### config.mk
export PLATFORM = sky130hd
export DESIGN_NAME = modem_ctl_stat
export DESIGN_NICKNAME = d
export VERILOG_FILES = /design/src/rtl/modem_ctl_stat.sv
export SDC_FILE = /design/constraint.sdc
export NUM_CORES = 1
export LEC_CHECK = 0
export ABC_AREA = 1
export BUFFER_PORTS_ARGS = -buffer_cell sky130_fd_sc_hd__buf_2
export CELL_PAD_IN_SITES_DETAIL_PLACEMENT = 0
export CELL_PAD_IN_SITES_GLOBAL_PLACEMENT = 1
export CORE_MARGIN = 8
export CORE_UTILIZATION = 33
export CTS_BUF_LIST = sky130_fd_sc_hd__clkbuf_4 sky130_fd_sc_hd__clkbuf_8
export DETAILED_ROUTE_END_ITERATION = 8
export GPL_TIMING_DRIVEN = 0
export PLACE_DENSITY = 0.81
export REMOVE_ABC_BUFFERS = 1
export SYNTH_ARGS = -nofsm -noshare
export SYNTH_HDL_FRONTEND = slang
export SYNTH_SLANG_ARGS = --single-unit
### constraint.sdc
create_clock -name clk -period 0.8 [get_ports clk]
set_input_delay 0.12 -clock clk [delete_from_list [all_inputs] [get_ports clk]]
set_output_delay 0.12 -clock clk [all_outputs]
set_load 0.005 [all_outputs]
### src/rtl/modem_ctl_stat.sv
module modem_ctl_stat #(
  parameter int SYNC_STAGES = 2
) (
  input  logic       clk,
  input  logic       rst_n,
  input  logic       ctrl_we,
  input  logic [4:0] ctrl_wdata,
  output logic [4:0] ctrl_rdata,
  output logic       rts_n,
  output logic       dtr_n,
  input  logic       cts_n,
  input  logic       dsr_n,
  input  logic       ri_n,
  input  logic       dcd_n,
  input  logic       msr_rd,
  output logic [7:0] msr_rdata,
  input  logic       irq_en,
  output logic       irq
);

  logic [4:0] mcr;
  logic       loop_on;
  logic [3:0] src;
  logic [SYNC_STAGES-1:0][3:0] sync_q;
  logic [3:0] lvl;
  logic [3:0] prev;
  logic [3:0] chg;
  logic [3:0] delta;

  always_ff @(posedge clk or negedge rst_n)
    if (!rst_n) mcr <= '0;
    else if (ctrl_we) mcr <= ctrl_wdata;

  assign loop_on    = mcr[4];
  assign ctrl_rdata = mcr;
  assign rts_n      = ~(mcr[1] & ~loop_on);
  assign dtr_n      = ~(mcr[0] & ~loop_on);

  assign src = loop_on ? {mcr[3], mcr[2], mcr[0], mcr[1]}
                       : ~{dcd_n, ri_n, dsr_n, cts_n};

  always_ff @(posedge clk or negedge rst_n)
    if (!rst_n) sync_q <= '0;
    else begin
      sync_q[0] <= src;
      for (int i = 1; i < SYNC_STAGES; i++) sync_q[i] <= sync_q[i-1];
    end

  assign lvl = sync_q[SYNC_STAGES-1];

  assign chg = {lvl[3] ^ prev[3], ~lvl[2] & prev[2], lvl[1] ^ prev[1], lvl[0] ^ prev[0]};

  always_ff @(posedge clk or negedge rst_n)
    if (!rst_n) begin
      prev  <= '0;
      delta <= '0;
    end else begin
      prev  <= lvl;
      delta <= (msr_rd ? 4'b0 : delta) | chg;
    end

  assign msr_rdata = {lvl, delta};
  assign irq       = irq_en & (|delta);


  loop_force_chk: assert property (@(posedge clk) disable iff (!rst_n)
    (ctrl_we && ctrl_wdata[4]) |=> (rts_n && dtr_n));


  delta_set_chk: assert property (@(posedge clk) disable iff (!rst_n)
    (lvl[0] != prev[0]) |=> msr_rdata[0]);


  teri_dir_chk: assert property (@(posedge clk) disable iff (!rst_n)
    (lvl[2] && !prev[2] && !msr_rdata[2]) |=> !msr_rdata[2]);


  rd_clear_chk: assert property (@(posedge clk) disable iff (!rst_n)
    (msr_rd && lvl == prev) |=> (msr_rdata[3:0] == 4'b0));


  delta_sticky_chk: assert property (@(posedge clk) disable iff (!rst_n)
    (!msr_rd && msr_rdata[1]) |=> msr_rdata[1]);

endmodule

==> run_results.csv, run 1 <==
group,metric,value,unit
floorplan,start_util,35.5,%
clocking,cts_max_level,1,
sta,setup_viol,22,
critical_path,critPathMaxStageDelay,0.41,ns
floorplan,die_h,65.0,um
floorplan,die_w,65.0,um
route,dr.pass1.iters,3,
route,drc,0,
clocking,worst_skew_pair.late_latency,0.29,ns
floorplan,core_area,0.00223,sq mm
power,power_frac_seq,53.0,%
sta,slew_headroom,69.2,%
global_route,grt_antenna_before_repair,0,
sta,hold_viol,0,
placed_design,dp.cells,129,
route,wl,1810,um
sta,rsz0062_at_grt,"true",
synthesis,yosysWarnings,0,
route,dr.first_iter.drc_count,16,
power,power_frac_comb,25.3,%
power,p_leak,0.645,nW
cells_and_area,drive_gt1_share,49.2,%
route,wl_per_cell,11.7,um
critical_path,crit_arrival,1.01,ns
global_route,grt_max_degree,22,
sta,post-route-min-period,1.13,ns
clocking,cts-root-buf,"clkbuf_4",
clocking,clock-sinks,21,
synthesis,yosys-top-cells-area,"dfrtp_1, nand2_1, inv_1, o21ai_1, buf_4",
sta,finalClockSkew,0.00193,ns
synthesis,ys_seq_area_share,66.2,%
global_route,grt_pass1_wl,2980,um
cells_and_area,synthToLayoutAreaGrowth,50.5,%
sta,tightest_slew,0.461,ns
placed_design,gp_congestion,0.684,
cells_and_area,final_cell_count_no_fill,154,
global_route,grt_pass1_vias,675,
power,sw_frac_of_total,25.8,%
power,p_int,1.77,mW
synthesis,avgSynthCellArea,10.2,sq um
critical_path,cp-start-kind,"flop",
synthesis,yosysUniqueCellTypes,12,
clocking,path_clk_slew,0.11,ns
route,detail-route-antenna-nets,0,
sta,finalCritPeriodShare,141,%
floorplan,rows,17,
cells_and_area,fin_area,0.00119,sq mm
placed_design,port-buffer-count,29,
critical_path,critPathKind,"flop to primary output",
floorplan,ios,30,
critical_path,slowest_stage,"dfrtp_1",
placed_design,dp_hpwl,1120,um
clocking,cts_tree,"done",
placed_design,place_area,921,sq um
cells_and_area,nets,141,
global_route,grt_use_total,8.83,%
cells_and_area,fillCellCount,202,
global_route,overflow,0,
critical_path,cp_data_required_time,0.68,ns
clocking,cts_buffers,3,
worst_hold_path,holdCritPathClass,"primary input to flop",
critical_path,critical_path.max_fanout,2,
floorplan,dieArea,0.00423,sq mm
power,p_per_area,2000,mW/mm^2
cells_and_area,n_antenna_cell,0,
status,status,"finished with violations",
run,drv_cap,0,
power,vdd_drop_max,1.01,mV
status,failed_checks,"setup timing",
power,p_sw,0.617,mW
synthesis,synth_cells,78,
critical_path,cp_cell_sequence,"nor2_1 > a21oi_1 > buf_2",
clocking,cts_buffer_depth,2,
critical_path,cp-end-kind,"primary output",
sta,fin_ws,-0.325,ns
sta,drv_slew,0,
sta,max_freq,0.889,GHz
power,clkPwrFrac,21.7,%
synthesis,netlist_area,793,sq um
route,vias,661,
sta,timing.setup.tns,-3.91,ns
synthesis,synth.top_cell.area_share,66.2,%
synthesis,synth-seq-cells,21,
synthesis,yosysTopAreaCell,"dfrtp_1",
route,via_per_inst,4.29,
==> cells in the mapped netlist <==
cell type / instances
buf_4: 4
o21ai_1: 8
a21oi_1: 1
dfrtp_1: 21
o21ai_0: 1
inv_1: 13
nand2_1: 21
buf_6: 2
o21ai_2: 1
nand3_1: 3
nor2_1: 2
inv_4: 1
==> cells by family after synthesis <==
logic type             synth area share [%]
buffers and inverters                  13.6
AOI/OAI and AO/OA                      7.41
DFF                                    66.2
and+or+nand+nor                        12.8
==> what timing repair did <==
action	in CTS	in global routing
endpoints found under the hold margin	25	0
setup buffers	14	5
setup endpoints to repair	21	23
pin swaps	4	3
resized for setup	8	15
hold buffers	5	0
cloned	0	0
==> critical path, delay by kind of cell, from the launching register on <==
kind | cells | cell delay [ns]
flops | 1 | 0.41
buf+inv | 1 | 0.13
simple gates | 1 | 0.11
compound gates | 1 | 0.07
==> layout by cell type (no fill, tap or decap), drive strengths merged <==
cell type / instances
buf: 45
a21oi: 1
nor2: 2
nand3: 3
nand2: 21
inv: 14
dlygate4sd3: 5
o21ai: 10
dfrtp: 21
clkbuf: 4
==> power groups by stage <==
stage / Combinational (mW) / Clock, mW / Sequential [mW]
CTS: 0.526 / 0.540 / 1.26
global placement: 0.293 / 0 / 1.30
finish: 0.604 / 0.518 / 1.27
detailed placement: 0.301 / 0 / 1.31
global route: 0.669 / 0.596 / 1.28
floorplan: 0.114 / 0 / 1.30
==> state kept, by name, indices dropped and copies added, names as in the netlist <==
register,cells
sync_q,4
prev,4
lvl,4
delta,4
ctrl_rdata,5
==> per-layer routing <==
layer,global-route usage (%),up-vias,share of wire [%]
met5,0,-,0
met2,12.8,30,43
met1,10.9,302,48
met3,3.95,4,8.2
li1,-,325,-
met4,4.09,0,0.94
==> cell type report <==
cell class / instances / area [sq um] / share of cell area [%]
clock buffer: 4 / 30.0 / 2.52
inverter: 14 / 55.1 / 4.61
sequential: 21 / 527 / 44.1
timing repair buffer: 50 / 350 / 29.4
tap: 28 / 35.0 / 2.94
multi-input combinational: 37 / 196 / 16.5
==> per-stage QoR <==
| step | hold slack [ns] | worst slack, ns | util [%] | power, mW |
|---|---|---|---|---|
| after detailed placement | 0.0950 | -0.0874 | 41.2 | 1.61 |
| after global routing | 0.0154 | -0.386 | 53.4 | 2.55 |
| after CTS | 0.0187 | -0.304 | 50.9 | 2.33 |
| final | 0.0281 | -0.325 | 53.4 | 2.39 |
| after global placement | 0.0910 | -0.0730 | 41.2 | 1.59 |
| after floorplan | -0.176 | 0.0542 | - | 1.41 |
==> path summary, 6_finish.rpt <==
| path | start | cells past startpoint | end | slack [ns] |
|---|---|---|---|---|
| setup / recovery | delta[3] | 3 | irq | -0.33 |
| hold / removal | ctrl_wdata[2] | 3 | ctrl_rdata[2] | 0.03 |
| setup reg to reg | ctrl_rdata[4] | 4 | sync_q[2] | -0.13 |
| hold reg to reg | sync_q[2] | 0 | lvl[2] | 0.36 |
| max in group asynchronous | rst_n | 2 | ctrl_rdata[4] | 0.15 |
| min in group asynchronous | rst_n | 2 | prev[0] | 0.30 |
Power figures use the tool's default switching activity.
==> inputs of run 2 (changes only) <==
==> constraint.sdc (replaced) <==
create_clock -name clk -period 0.9 [get_ports clk]
set_input_delay 0.135 -clock clk [delete_from_list [all_inputs] [get_ports clk]]
set_output_delay 0.135 -clock clk [all_outputs]
set_load 0.02 [all_outputs]
==> run_results.csv, run 2 (synthesized netlist as in run 1, its figures left out) <==
group,metric,value,unit
status,status,"finished with violations",
status,failed_checks,"setup timing",
critical_path,critical_path.max_fanout,2,
sta,setup_viol,21,
cells_and_area,mostFrequentLayoutCells,"buf_6, dfrtp_1, nand2_1",
sta,finalClockSkew,0.00161,ns
power,power,2.28,mW
sta,slew_headroom,69.4,%
placed_design,post-place-ws,-0.0515,ns
power,p_per_area,1810,mW/mm^2
route,detail-route-antenna-nets,0,
global_route,grt_pass1_wl,3200,um
critical_path,critPathKind,"flop to primary output",
global_route,grt_antenna_before_repair,0,
global_route,globalRouteMet2Util,15.2,%
route,via_per_inst,4.19,
sta,drv_slew,0,
global_route,busiest_layer,"met2",
clocking,clock-sinks,21,
sta,rsz0062_at_grt,"true",
power,p_leak,0.660,nW
clocking,cts_tree,"done",
sta,finalCritPeriodShare,132,%
critical_path,crit_arrival,1.05,ns
cells_and_area,fillCellCount,197,
worst_hold_path,holdCritPathClass,"primary input to flop",
route,wl_per_cell,12.3,um
run,drv_cap,0,
sta,hold_viol,0,
critical_path,cp-start-kind,"flop",
route,vias,645,
floorplan,start_util,35.5,%
floorplan,dieArea,0.00423,sq mm
global_route,globalRouteMet3Util,4.30,%
floorplan,die_h,65.0,um
floorplan,die_w,65.0,um
placed_design,dp_hpwl,1120,um
critical_path,cp-end-kind,"primary output",
critical_path,cp_data_required_time,0.76,ns
clocking,cts-root-buf,"clkbuf_4",
placed_design,gp_congestion,0.684,
cells_and_area,nets,141,
sta,fin_ws,-0.290,ns
global_route,grt_pass1_vias,702,
sta,max_freq,0.841,GHz
placed_design,port-buffer-count,29,
clocking,worst_skew_pair.late_latency,0.29,ns
cells_and_area,drive_gt1_share,46.8,%
floorplan,rows,17,
power,vdd_drop_max,0.867,mV
sta,post-route-min-period,1.19,ns
placed_design,dp.cells,129,
global_route,grt_use_total,9.57,%
clocking,cts_buffer_depth,2,
floorplan,core_area,0.00223,sq mm
route,dr.pass1.iters,3,
sta,tightest_slew,0.459,ns
route,dr.first_iter.drc_count,30,
cells_and_area,largest_register_ff_count,5,
cells_and_area,final_cell_count_no_fill,154,
floorplan,ios,30,
route,wl,1890,um
route,drc,0,
clocking,path_clk_slew,0.11,ns
cells_and_area,final_common_cell,"buf_6",
global_route,grt_max_degree,22,
sta,timing.setup.tns,-2.39,ns
global_route,grtUsageMet1,10.9,%
clocking,cts_buffers,3,
clocking,cts_max_level,1,
cells_and_area,synthToLayoutAreaGrowth,58.2,%
global_route,overflow,0,
cells_and_area,n_antenna_cell,0,
## run 2: path summary, 6_finish.rpt
check	start	to	slack, ns	cells after the start
setup / recovery	delta[3]	irq	-0.29	3
hold / removal	ctrl_wdata[2]	ctrl_rdata[2]	0.04	3
setup reg to reg	ctrl_rdata[4]	sync_q[2]	-0.03	4
hold reg to reg	sync_q[2]	lvl[2]	0.36	0
max in group asynchronous	rst_n	ctrl_rdata[0]	0.23	2
min in group asynchronous	rst_n	prev[0]	0.33	2
## run 2: power breakdown
part | switching, mW | internal, mW
Combinational | 0.313 | 0.367
Sequential | 0.0797 | 1.06
Clock | 0.254 | 0.202
## run 2: worst max-delay path, cell delays in order, from the launching register on
cell and delay [ns]:
dfrtp_1 0.38, nor2_1 0.05, a21oi_1 0.17, buf_4 0.17
## run 2: per-layer routing
metal,vias to the layer above,wire length (um)
met5,-,0
met4,0,8
met3,2,173
met2,28,840
met1,291,870
li1,324,-
## run 2: metrics by stage
step                hold slack, ns  util (%)  cell area (sq um)
floorplan                   -0.161         -                741
global placement             0.106      41.2                921
detailed placement           0.110      41.2                921
CTS                         0.0337      53.6               1200
global route                0.0330      56.2               1250
finish                      0.0449      56.2               1250
## run 2: timing repair
item | in CTS | in global routing
endpoints found under the setup margin | 16 | 20
endpoints found under the hold margin | 25 | 0
cloned | 0 | 0
pin swaps | 3 | 1
hold buffers | 5 | 0
setup buffers | 13 | 3
gates resized for setup | 32 | 12
## run 2: cell type report
class / instances / area (sq um) / share of cell area (%)
Clock buffer: 4 / 30.0 / 2.39
Inverter: 14 / 55.1 / 4.39
Multi-Input combinational cell: 37 / 179 / 14.3
Sequential cell: 21 / 529 / 42.2
Tap cell: 28 / 35.0 / 2.79
Timing Repair Buffer: 50 / 427 / 34.0
==> inputs of run 3 (changes only) <==
--- a/config.mk
+++ b/config.mk
@@ -14,7 +14,7 @@
 export CTS_BUF_LIST = sky130_fd_sc_hd__clkbuf_4 sky130_fd_sc_hd__clkbuf_8
 export DETAILED_ROUTE_END_ITERATION = 8
 export GPL_TIMING_DRIVEN = 0
-export PLACE_DENSITY = 0.81
+export PLACE_DENSITY_LB_ADDON = 0.1
 export REMOVE_ABC_BUFFERS = 1
 export SYNTH_ARGS = -nofsm -noshare
 export SYNTH_HDL_FRONTEND = slang
==> run_results.csv, run 3 (synthesized netlist as in run 1, its figures left out) <==
group,metric,value,unit
route,wl_per_cell,10.8,um
clocking,cts-root-buf,"clkbuf_4",
sta,timing.setup.tns,-2.22,ns
critical_path,cp_top_family,"flip-flops",
status,status,"finished with violations",
global_route,grt_max_degree,22,
cells_and_area,drive_gt1_share,46.1,%
clocking,path_clk_slew,0.11,ns
sta,tightest_slew,0.452,ns
route,drc,0,
run,drv_cap,0,
floorplan,start_util,35.5,%
clocking,cts_max_level,1,
global_route,grt_pass1_wl,2850,um
route,detail-route-antenna-nets,0,
sta,finalCritPeriodShare,129,%
sta,fin_ws,-0.263,ns
critical_path,critPathKind,"flop to primary output",
route,vias,654,
cells_and_area,final_common_cell,"dfrtp_1",
critical_path,crit_arrival,1.03,ns
critical_path,cp-start-kind,"flop",
cells_and_area,mostFrequentLayoutCells,"dfrtp_1, buf_6, nand2_1",
global_route,grtUsageMet1,9.34,%
critical_path,critPathMaxStageDelay,0.48,ns
clocking,cts_buffer_depth,2,
placed_design,gp_congestion,0.639,
floorplan,rows,17,
placed_design,dp_hpwl,1100,um
sta,finalClockSkew,0.00681,ns
critical_path,worstReg2RegStart,"delta[0]",
clocking,worst_skew_pair.late_latency,0.29,ns
floorplan,dieArea,0.00423,sq mm
placed_design,dp.cells,129,
cells_and_area,regArea,527,sq um
critical_path,cp_data_required_time,0.76,ns
global_route,grt_pass1_vias,702,
global_route,grt_use_total,8.51,%
cells_and_area,fillCellCount,212,
sta,rsz0062_at_grt,"true",
worst_hold_path,hp-start,"ctrl_wdata[3]",
power,vdd_drop_max,0.964,mV
cells_and_area,multiInputGateArea,170,sq um
sta,post-route-min-period,1.16,ns
critical_path,critical_path.max_fanout,5,
cells_and_area,synthToLayoutAreaGrowth,57.9,%
route,wl,1680,um
floorplan,ios,30,
sta,hold_viol,0,
floorplan,die_w,65.0,um
global_route,globalRouteMet3Util,2.92,%
clocking,clock-sinks,21,
floorplan,die_h,65.0,um
route,dr.pass1.iters,4,
route,via_per_inst,4.19,
worst_hold_path,holdCritPathClass,"primary input to flop",
global_route,overflow,0,
critical_path,cp-end-kind,"primary output",
critical_path,cp_cell_sequence,"inv_4 > nand2_2 > buf_6",
sta,slew_headroom,69.9,%
status,failed_checks,"setup timing",
clocking,cts_buffers,3,
power,p_per_area,1810,mW/mm^2
power,power,2.27,mW
global_route,grt_antenna_before_repair,0,
cells_and_area,nets,143,
sta,setup_viol,16,
power,p_leak,0.664,nW
global_route,globalRouteMet2Util,14.0,%
global_route,busiest_layer,"met2",
cells_and_area,n_antenna_cell,0,
placed_design,port-buffer-count,29,
critical_path,path_buf_inv,2,
critical_path,cp-startpoint,"ctrl_rdata[4]",
sta,max_freq,0.860,GHz
clocking,cts_tree,"done",
cells_and_area,final_cell_count_no_fill,156,
critical_path,slowest_stage,"dfrtp_2",
cells_and_area,largest_register_ff_count,5,
route,dr.first_iter.drc_count,17,
floorplan,core_area,0.00223,sq mm
sta,drv_slew,0,
## run 3: cell types whose count changed in the layout (fill, tap and decap cells not counted), moves of 2 or more
cell     previous run  this run
buf_4              13        15
dfrtp_1            18        20
dfrtp_2             3         1
o21ai_1             7         9
## run 3: repair_timing
action | 4_1_cts | 5_1_grt
setup buffers | 14 | 4
pin swaps | 1 | 0
cloned | 0 | 0
setup endpoints to repair | 16 | 18
hold endpoints to repair | 25 | 0
hold buffers | 5 | 0
gates resized for setup | 29 | 11
## run 3: final timing paths
| check | depth (start not counted) | slack [ns] | endpoint |
|---|---|---|---|
| min reg2reg | 0 | 0.36 | lvl[0] |
| min | 3 | 0.04 | ctrl_rdata[3] |
| max in group asynchronous | 2 | 0.26 | ctrl_rdata[4] |
| max | 3 | -0.26 | dtr_n |
| max reg2reg | 4 | 0.03 | delta[0] |
| min in group asynchronous | 2 | 0.31 | delta[3] |
## run 3: worst min-delay path: cells and delay by family
kind            cells  cell delay [ns]
buf+inv             1             0.07
compound gates      1             0.05
simple gates        1             0.04
## run 3: cell type report
cell class / instances / share of cell area (%)
timing repair buffer: 52 / 34.8
inverter: 14 / 4.40
sequential: 21 / 42.1
tap: 28 / 2.80
multi-input combinational: 37 / 13.6
clock buffer: 4 / 2.40
## run 3: per-stage QoR
stage	util, %	area (sq um)	setup slack (ns)	hold WS (ns)
after floorplan	-	741	-0.127	-0.161
after global placement	41.2	921	-0.0457	0.113
after detailed placement	41.2	921	-0.0507	0.116
after CTS	53.5	1190	-0.282	0.0313
after global routing	56.1	1250	-0.361	0.0163
final	56.1	1250	-0.263	0.0364
## run 3: power by group
| group | internal [mW] | leakage [nW] | switching [mW] |
|---|---|---|---|
| Sequential | 1.06 | 0.250 | 0.0773 |
| Clock | 0.203 | 0.0184 | 0.262 |
| Combinational | 0.370 | 0.395 | 0.301 |
## run 3: per-layer routing
layer | up-vias | share of wire, %
met2 | 20 | 48
met5 | - | 0
met3 | 2 | 7.6
met4 | 0 | 0.83
li1 | 332 | -
met1 | 300 | 44
